## src/rtl/flash_rst_pkg.sv

```systemverilog
package flash_rst_pkg;

  typedef enum logic [1:0] {
    ST_IDLE    = 2'd0,
    ST_RST_LOW = 2'd1,
    ST_INT_RST = 2'd2,
    ST_RECOVER = 2'd3
  } rst_state_e;

  function automatic int unsigned max2(input int unsigned a, input int unsigned b);
    return (a > b) ? a : b;
  endfunction

endpackage

```

## src/rtl/flash_rst_sync.sv

```systemverilog
module flash_rst_sync #(
  parameter int unsigned STAGES  = 2,
  parameter logic        RST_VAL = 1'b1
) (
  input  logic clk_i,
  input  logic rst_ni,
  input  logic d_i,
  output logic q_o
);

  logic [STAGES-1:0] chain_q;

  generate
    if (STAGES == 1) begin : g_one
      always_ff @(posedge clk_i or negedge rst_ni) begin
        if (!rst_ni) chain_q <= RST_VAL;
        else         chain_q <= d_i;
      end
    end else begin : g_multi
      always_ff @(posedge clk_i or negedge rst_ni) begin
        if (!rst_ni) chain_q <= {STAGES{RST_VAL}};
        else         chain_q <= {chain_q[STAGES-2:0], d_i};
      end
    end
  endgenerate

  assign q_o = chain_q[STAGES-1];

endmodule

```

## src/rtl/flash_rst_timer.sv

```systemverilog
module flash_rst_timer #(
  parameter int unsigned W = 8
) (
  input  logic         clk_i,
  input  logic         rst_ni,
  input  logic         clr_i,
  output logic [W-1:0] cnt_o
);

  logic [W-1:0] cnt_q;

  always_ff @(posedge clk_i or negedge rst_ni) begin
    if (!rst_ni)              cnt_q <= '0;
    else if (clr_i)           cnt_q <= '0;
    else if (cnt_q != {W{1'b1}}) cnt_q <= cnt_q + 1'b1;
  end

  assign cnt_o = cnt_q;

  // interval timer saturates, never wraps into a false match
  a_r7_cnt_no_wrap: assert property (@(posedge clk_i) disable iff (!rst_ni)
    (!clr_i && cnt_q == {W{1'b1}}) |=> (cnt_q == {W{1'b1}}));

endmodule

```

## src/rtl/flash_rst_fsm.sv

```systemverilog
module flash_rst_fsm
  import flash_rst_pkg::*;
#(
  parameter int unsigned T_RP         = 13,
  parameter int unsigned T_READY_EMB  = 5000,
  parameter int unsigned T_READY_IDLE = 125,
  parameter int unsigned T_RH         = 13,
  parameter int unsigned CNT_W        = 13
) (
  input  logic             clk_i,
  input  logic             rst_ni,
  input  logic             low_i,
  input  logic             emb_busy_i,
  input  logic [CNT_W-1:0] cnt_i,
  output logic             cnt_clr_o,
  output logic             abort_o,
  output logic             out_hiz_o,
  output logic             cmd_block_o,
  output logic             ready_o,
  output logic             fsm_clr_o
);

  // first low sample is taken on entry, so the counter trails the sample count by 2
  localparam logic [CNT_W-1:0] RP_LAST   = CNT_W'((T_RP >= 2) ? T_RP - 2 : 0);
  localparam logic [CNT_W-1:0] EMB_LAST  = CNT_W'((T_READY_EMB  >= 1) ? T_READY_EMB  - 1 : 0);
  localparam logic [CNT_W-1:0] IDLE_LAST = CNT_W'((T_READY_IDLE >= 1) ? T_READY_IDLE - 1 : 0);
  localparam logic [CNT_W-1:0] RH_LAST   = CNT_W'((T_RH >= 1) ? T_RH - 1 : 0);
  localparam bit               RP_SHORT  = (T_RP <= 1);

  rst_state_e st_q, st_d;
  logic       qual_q, qual_d;
  logic       emb_q, emb_d;
  logic       abort_q, clr_q;
  logic       accept, done;

  // start qualifying a fresh low pulse (from idle or recovery)
  function automatic void start_low(output rst_state_e s, output logic q, output logic a);
    if (RP_SHORT) begin
      s = ST_INT_RST;
      q = 1'b0;
      a = 1'b1;
    end else begin
      s = ST_RST_LOW;
      q = 1'b0;
      a = 1'b0;
    end
  endfunction

  always_comb begin
    st_d      = st_q;
    qual_d    = qual_q;
    emb_d     = emb_q;
    accept    = 1'b0;
    done      = 1'b0;
    cnt_clr_o = 1'b0;
    unique case (st_q)
      ST_IDLE: begin
        if (low_i) begin
          start_low(st_d, qual_d, accept);
          cnt_clr_o = 1'b1;
        end
      end
      ST_RST_LOW: begin
        if (!low_i) begin
          st_d      = qual_q ? ST_RECOVER : ST_IDLE;
          cnt_clr_o = 1'b1;
        end else if (!qual_q && cnt_i == RP_LAST) begin
          accept = 1'b1;
        end
      end
      ST_INT_RST: begin
        if (cnt_i == (emb_q ? EMB_LAST : IDLE_LAST)) begin
          done      = 1'b1;
          cnt_clr_o = 1'b1;
          if (low_i) begin
            st_d   = ST_RST_LOW;
            qual_d = 1'b1;
          end else begin
            st_d = ST_RECOVER;
          end
        end
      end
      ST_RECOVER: begin
        if (low_i) begin
          start_low(st_d, qual_d, accept);
          cnt_clr_o = 1'b1;
        end else if (cnt_i == RH_LAST) begin
          st_d      = ST_IDLE;
          cnt_clr_o = 1'b1;
        end
      end
      default: st_d = ST_IDLE;
    endcase
    if (accept) begin
      st_d      = ST_INT_RST;
      qual_d    = 1'b0;
      emb_d     = emb_busy_i;
      cnt_clr_o = 1'b1;
    end
  end

  always_ff @(posedge clk_i or negedge rst_ni) begin
    if (!rst_ni) begin
      st_q    <= ST_IDLE;
      qual_q  <= 1'b0;
      emb_q   <= 1'b0;
      abort_q <= 1'b0;
      clr_q   <= 1'b0;
    end else begin
      st_q    <= st_d;
      qual_q  <= qual_d;
      emb_q   <= emb_d;
      abort_q <= accept;
      clr_q   <= done;
    end
  end

  assign abort_o     = abort_q;
  assign fsm_clr_o   = clr_q;
  assign out_hiz_o   = (st_q != ST_IDLE);
  assign cmd_block_o = (st_q != ST_IDLE);

  always_comb begin
    if (st_q == ST_INT_RST)                              ready_o = !emb_q;
    else if (st_q == ST_IDLE || (st_q == ST_RST_LOW && !qual_q)) ready_o = !emb_busy_i;
    else                                                 ready_o = 1'b1;
  end

  // a synchronized low sample always leaves the block out of idle
  a_r2_hiz_follows_low: assert property (@(posedge clk_i) disable iff (!rst_ni)
    low_i |=> (out_hiz_o && cmd_block_o));

  // abort only follows a low sample
  a_r1_abort_needs_low: assert property (@(posedge clk_i) disable iff (!rst_ni)
    abort_o |-> $past(low_i));

  // abort is a single-cycle pulse
  a_r3_abort_single: assert property (@(posedge clk_i) disable iff (!rst_ni)
    abort_o |=> !abort_o);

  // state-machine clear is a single-cycle pulse
  a_r4_clr_single: assert property (@(posedge clk_i) disable iff (!rst_ni)
    fsm_clr_o |=> !fsm_clr_o);

  // busy is released once the internal reset has finished
  a_r5_ready_after_clr: assert property (@(posedge clk_i) disable iff (!rst_ni)
    fsm_clr_o |-> ready_o);

  // an idle-case reset never reports busy in its first cycle
  a_r6_idle_ready: assert property (@(posedge clk_i) disable iff (!rst_ni)
    (abort_o && !$past(emb_busy_i)) |-> ready_o);

endmodule

```

## src/rtl/flash_rst_seq.sv

```systemverilog
module flash_rst_seq
  import flash_rst_pkg::*;
#(
  parameter int unsigned T_RP         = 13,
  parameter int unsigned T_READY_EMB  = 5000,
  parameter int unsigned T_READY_IDLE = 125,
  parameter int unsigned T_RH         = 13,
  parameter int unsigned SYNC_STAGES  = 2
) (
  input  logic clk_i,
  input  logic rst_ni,
  input  logic pin_rst_ni,
  input  logic emb_busy_i,
  output logic abort_o,
  output logic out_hiz_o,
  output logic cmd_block_o,
  output logic ready_o,
  output logic fsm_clr_o
);

  localparam int unsigned CNT_MAX = max2(max2(T_RP, T_RH), max2(T_READY_EMB, T_READY_IDLE));
  localparam int unsigned CNT_W   = $clog2(CNT_MAX + 1);

  logic             pin_s;
  logic             cnt_clr;
  logic [CNT_W-1:0] cnt;

  flash_rst_sync #(
    .STAGES  (SYNC_STAGES),
    .RST_VAL (1'b1)
  ) u_sync (
    .clk_i  (clk_i),
    .rst_ni (rst_ni),
    .d_i    (pin_rst_ni),
    .q_o    (pin_s)
  );

  flash_rst_timer #(
    .W (CNT_W)
  ) u_timer (
    .clk_i  (clk_i),
    .rst_ni (rst_ni),
    .clr_i  (cnt_clr),
    .cnt_o  (cnt)
  );

  flash_rst_fsm #(
    .T_RP         (T_RP),
    .T_READY_EMB  (T_READY_EMB),
    .T_READY_IDLE (T_READY_IDLE),
    .T_RH         (T_RH),
    .CNT_W        (CNT_W)
  ) u_fsm (
    .clk_i       (clk_i),
    .rst_ni      (rst_ni),
    .low_i       (!pin_s),
    .emb_busy_i  (emb_busy_i),
    .cnt_i       (cnt),
    .cnt_clr_o   (cnt_clr),
    .abort_o     (abort_o),
    .out_hiz_o   (out_hiz_o),
    .cmd_block_o (cmd_block_o),
    .ready_o     (ready_o),
    .fsm_clr_o   (fsm_clr_o)
  );

endmodule

```

## config.mk

```make
export PLATFORM = sky130hd
export DESIGN_NAME = flash_rst_seq
export DESIGN_NICKNAME = d
export VERILOG_FILES = /design/src/rtl/flash_rst_pkg.sv /design/src/rtl/flash_rst_sync.sv /design/src/rtl/flash_rst_timer.sv /design/src/rtl/flash_rst_fsm.sv /design/src/rtl/flash_rst_seq.sv
export SDC_FILE = /design/constraint.sdc
export NUM_CORES = 1
export LEC_CHECK = 0
export BUFFER_PORTS_ARGS = -buffer_cell sky130_fd_sc_hd__buf_2
export CAP_MARGIN = 20
export CORE_MARGIN = 1.5
export CORE_UTILIZATION = 64
export CTS_CLUSTER_DIAMETER = 60
export DETAILED_ROUTE_END_ITERATION = 8
export GPL_TIMING_DRIVEN = 0
export PLACE_DENSITY_LB_ADDON = 0.2
export SLEW_MARGIN = 10
export SYNTH_ARGS = -nofsm -noshare
export SYNTH_HDL_FRONTEND = slang
export SYNTH_HIERARCHICAL = 1
export SYNTH_SLANG_ARGS = --single-unit
export TNS_END_PERCENT = 50
```

## constraint.sdc

```tcl
create_clock -name clk_i -period 4 [get_ports clk_i]
set_input_delay 0.2 -clock clk_i [delete_from_list [all_inputs] [get_ports clk_i]]
set_output_delay 0.2 -clock clk_i [all_outputs]
set_load 0.03 [all_outputs]
```

Yosys cells after proc, flatten, opt, wreduce, memory -nomap -nowiden
Index checks and enable logic that the tools add are counted.

Add/subtract/negate cells: 1. Equal/unequal tests: 13. Muxes and demuxes: 30. Reduce and logical (&&, ||, !) cells: 13.

Operators with widths (number): 2-to-1 mux 13 bit (3); equality test 13 x 4 -> 1 bit, second input constant (2); 2-to-1 mux 1 bit (16); 2-to-1 mux 2 bit (8); adder 13 x 1 -> 13 bit, second input constant (1); equality test 13 bit (1); != test 13 bit, second input constant (1); != test 3 x 2 -> 1 bit, second input constant (4); case mux 2 bit (4 select lines) (1); AND reduction 4 bit (2); equality test 2 bit, second input constant (2); != test 4 x 2 -> 1 bit, second input constant (1); case mux 1 bit (4 select lines) (1); nonzero test 2 bit (2); zero test 1 bit (3); != test 3 x 1 -> 1 bit, second input constant (1); nonzero test 3 bit (1); equality test 2 x 1 -> 1 bit, second input constant (1); logical AND 1 bit (2); zero test 2 bit (1); case mux 1 bit (2 select lines) (1); OR reduction 2 bit (1); logical OR 1 bit (1).

Register bits after elaboration: 21. Logic and storage cells: 64.

Longest topological paths before layout
Depth in word-level cells: 7. Depth in mapped cells: 10.

Modules after synthesis
Netlist, hierarchy kept.

By module, submodules not included: flash_rst_timer (times used 1, cells an instance 72, area each 728.2 um^2, seq. area each 325.3 um^2); flash_rst_fsm (times used 1, cells an instance 69, area each 613.1 um^2, seq. area each 150.1 um^2); flash_rst_sync (times used 1, cells an instance 2, area each 52.6 um^2, seq. area each 52.6 um^2); flash_rst_seq (times used 1, cells an instance 1, area each 3.8 um^2, seq. area each 0.0 um^2).

Worst setup path after synthesis
No wires, ideal clock.

Path type: register to register. Start: reg u_fsm.st_q[1]. End: reg u_timer.cnt_q[6] (netlist: u_timer/cnt_o[6]). Arrival time: 2045 ps. Required time: 3868 ps. Slack: 1823 ps. Stages on the path, launching flop included: 10. Path buffers: 2. Path through: dfrtp_1 -> inv_1 -> ha_1 -> and4bb_1 -> and4_1 -> buf_2 -> a21oi_1 -> a41oi_1 -> dlygate4sd1_1 -> nor3_1.

Longest elaborated chain between the ends: 4. Elaborated cells between the ends (all ways): 9. Those cells by class: 3 x eq/ne; 4 x mux; 2 x reduce/logical.

RTL lines: from (decl) (RTL line flash_rst_fsm.sv:30) `rst_state_e st_q, st_d;`; from (signal assigned) (RTL line flash_rst_fsm.sv:110) `st_q <= st_d;`; equality test 2 x 1 -> 1 bit * (RTL line flash_rst_fsm.sv:56) `unique case (st_q)`; 2-to-1 mux 1 bit *; net u_fsm.accept (RTL line flash_rst_fsm.sv:34) `logic accept, done;`; 2-to-1 mux 1 bit * (RTL line flash_rst_fsm.sv:94) `if (accept) begin`; net cnt_clr (RTL line flash_rst_seq.sv:25) `logic cnt_clr;`; 2-to-1 mux 13 bit or nonzero test 2 bit (tied branches); to (signal assigned) (RTL line flash_rst_timer.sv:15) `else if (cnt_q != {W{1'b1}}) cnt_q <= cnt_q + 1'b1;`; to (decl) (RTL line flash_rst_timer.sv:10) `logic [W-1:0] cnt_q;`.

Mark *: on every way through the listed nets, which the timed path passes. The rest lies on a longest branch. A chain may end at the register's enable or synchronous reset.

Worst setup path after layout
Start: reg u_fsm.st_q[1]. End: reg u_timer.cnt_q[7] (netlist: u_timer/cnt_o[7]).

Same word-level chain as after synthesis.

==> reports/summary.txt <==
Clock H-tree levels -> 1
HP Start -> emb_busy_i
Port Buf Inserts -> 8
Fmax -> 0.376 GHz
CTS tree -> yes
Clock power frac -> 13.1%
Worst Path Required -> 4.18 ns
Logic pwr share -> 51.0%
RSZ-0062 raised after global routing -> false
Yosys warns -> 6
Sw frac -> 43.7%
Final setup viols -> 0
DIE AREA -> 2470 um^2
N_diodes -> 0
Global routing usage on met1 -> 31.3%
Gpl congestion -> 0.799
Compound-Gate Fraction of Synth Area -> 19.7%
Simple-gate area share of the yosys netlist -> 26.2%
Placeable Area -> 2000 um^2
Largest net degree at the start of global routing -> 22
Cell Area, Synth -> 1400 um^2
Slew Limit Fails -> 0
Overall routed net length -> 2770 um
Reg clk slew, reported paths -> 0.12 ns
CTS max path bufs -> 2
Detailed Routing Iterations Pass 1 -> 4
Hold Slack -> 0.142 ns
Total congestion overflow -> 0
Total number of vias -> 1174
Lkg Pwr -> 0.697 nW
Psw -> 0.339 mW
Mux cell area share after synthesis -> 2.95%
Outcome -> complete, no violations
Power per cell area -> 510 nW/um^2
Syn Area/Cell -> 9.71 um^2
P&R area growth vs syn -> 8.68%
Met3 Use GR -> 3.33%
Synth Area in Adders -> 5.37%
DIE HEIGHT -> 49.7 um
Grt met2 use -> 47.1%
Seq/Total Area, Yosys -> 37.8%
Post-CTS Setup Inserts -> 0
Vias per Instance -> 6.35
FILL cells -> 151
Main synth FF type -> dfrtp_1
DRT antenna net count -> 0
DIE WIDTH -> 49.7 um
Worst EP arrival -> 2.85 ns
FF-to-FF Start -> u_fsm/st_q[1]
Initial drt markers -> 34
Post-DR wirelength/cell -> 15.0 um
Slew @ Worst Pin -> 0.548 ns
Yosys reg bits -> 21
Fin. Hold Viols -> 0
I/O pin count -> 9
Tot GR Track Use -> 25.9%
Cells after Synth -> 144
Crit path capture type -> flip-flop
Crit Path Class -> flip-flop to flip-flop
Peak supply drop -> 0.000374 V
Fin crit share -> 66.6%
Worst Path Max Fanout -> 10
Vias in the first global route -> 1201
Root buffer cell -> clkbuf_4
Post-synth EDFFs -> 0
CTS Buf Count -> 3
Initial core utilization -> 69.8%
Nets@finish -> 169
Max Cap Viol -> 0
Critical path startpoint -> u_fsm/st_q[1]
Skew-Pair Late Insertion Delay -> 0.30 ns
Ys async rst share -> 100%
Post-Synth XOR/XNOR Area -> 1.88%
Cell-internal power -> 0.436 mW
Seq pwr share -> 35.9%
Sum of negative setup slack -> 0 ns
Share of cells above drive strength 1 -> 21.5%
Mapped Nets -> 154
Final HPWL DP -> 2100 um
Initial antenna violation count -> 0
Fin crit period -> 2.66 ns
CTS resizes -> 0
Worst Hold Class -> input pin to flip-flop
GRT Max-Usage Layer -> met2
Startpoint Class -> flip-flop
FP Rows -> 16
CTS sink count -> 21
Worst slew margin relative to its limit -> 63.0%
First-pass GRT wire length -> 5060 um
Final setup skew -> 0.00331 ns
Largest family of logic cells by synthesized area -> simple AND/OR/NAND/NOR gates
DR DRC count -> 0
Synth cell types -> 51
-- per-layer routing --
| metal | part of all wire [%] | vias up |
|---|---|---|
| met5 | 0 | - |
| met4 | 0.97 | 0 |
| met3 | 3.0 | 4 |
| met2 | 52 | 27 |
| met1 | 44 | 580 |
| li1 | - | 563 |
-- final timing paths --
check	end	slack, ns	cells after the start
setup / recovery	u_timer/cnt_o[7]	1.34	9
setup reg to reg	u_timer/cnt_o[7]	1.34	9
hold reg to reg	u_sync/chain_q[1]	0.37	0
max in group asynchronous	u_sync/chain_q[0]	3.29	2
min in group asynchronous	u_fsm/st_q[0]	0.36	2
hold / removal	u_fsm/emb_q	0.14	2
-- cells in the mapped netlist (2+ instances only) --
library cell / number / area share, %
a41oi_1: 2 / 1.3
xnor2_1: 3 / 1.9
dfrtp_1: 19 / 34
nand3_1: 5 / 1.8
nor3_1: 4 / 1.4
mux2i_1: 3 / 2.1
nand2b_1: 2 / 0.90
o31ai_1: 2 / 1.1
or4_1: 3 / 1.6
a21oi_1: 9 / 3.2
a31oi_1: 3 / 1.3
nor2_1: 15 / 4.0
and4_1: 4 / 2.5
inv_1: 12 / 3.2
o21ai_0: 3 / 1.1
ha_1: 6 / 5.4
nand2_1: 8 / 2.1
and3_1: 3 / 1.3
nand4_1: 3 / 1.3
o2bb2ai_1: 2 / 1.3
dfstp_2: 2 / 3.8
and2_2: 2 / 1.1
-- layout make-up --
class | count | area, um^2 | share of cell area (%)
Multi-Input combinational cell | 106 | 785 | 51.6
Clock buffer | 3 | 22.5 | 1.48
Timing Repair Buffer | 10 | 60.1 | 3.95
Inverter | 12 | 45.0 | 2.97
Sequential cell | 21 | 528 | 34.8
Clock inverter | 1 | 5.00 | 0.329
Buffer | 5 | 40.0 | 2.64
Tap cell | 27 | 33.8 | 2.22
-- cell usage in the layout, fill, tap and decap left out, drive strengths merged, types with 2 or more instances in the layout --
cell / n
a31oi: 3
clkbuf: 4
a21oi: 9
o31ai: 3
mux2i: 3
inv: 12
o2bb2ai: 2
o21ai: 4
xnor2: 3
nor3: 4
and4: 4
or4: 3
and3: 4
buf: 11
ha: 6
nand2b: 2
nor2: 15
dfrtp: 19
nand2: 8
dlygate4sd3: 2
a41oi: 2
nand4: 5
and2: 2
nand3: 5
dfstp: 2
-- sequential cells by signal, indices dropped and copies added (netlist names) --
register,count
u_fsm/st_q,2
u_timer/cnt_o,13
u_fsm/abort_o,1
u_fsm/emb_q,1
u_fsm/fsm_clr_o,1
u_sync/chain_q,2
u_fsm/qual_q,1
-- metrics by stage --
stage	power, mW	std cells	area [um^2]	utilization, %	setup slack [ns]
global route	0.829	185	1520	75.9	1.19
global placement	0.654	179	1470	73.5	1.43
CTS	0.776	185	1520	75.9	1.36
detailed placement	0.671	179	1470	73.5	1.41
floorplan	0.581	144	1400	-	1.82
finish	0.774	185	1520	75.9	1.34
-- power by group through the flow --
stage                     clock network (mW)  logic, mW  registers (mW)
after floorplan                            0      0.310           0.271
after global placement                     0      0.374           0.280
after detailed placement                   0      0.390           0.281
after CTS                              0.105      0.393           0.277
after global routing                   0.117      0.428           0.284
final                                  0.101      0.395           0.278
-- logic make-up (layout without fill, tap and decap cells) --
family / after synthesis / in the layout
buffers and inverters: 17 / 31
multiplexers: 4 / 4
XOR/XNOR: 3 / 3
AO/OA/AOI/OAI: 33 / 33
adder cells (fa/ha/maj): 6 / 6
flip-flops: 21 / 21
AND/OR/NAND/NOR: 60 / 60
-- timing repair --
action,4_1_cts,5_1_grt
hold buffers,2,0
hold endpoints to repair,20,0
setup endpoints to repair,0,0
-- critical path, stage by stage (launching register included) --
cell	delay, ns
dfrtp_1	0.42
inv_1	0.15
ha_1	0.26
and4bb_1	0.21
and4_1	0.19
buf_2	0.17
a21oi_1	0.05
a41oi_1	0.49
dlygate4sd1_1	0.49
nor3_1	0.11
No activity file was read; power rests on OpenSTA's default activity.
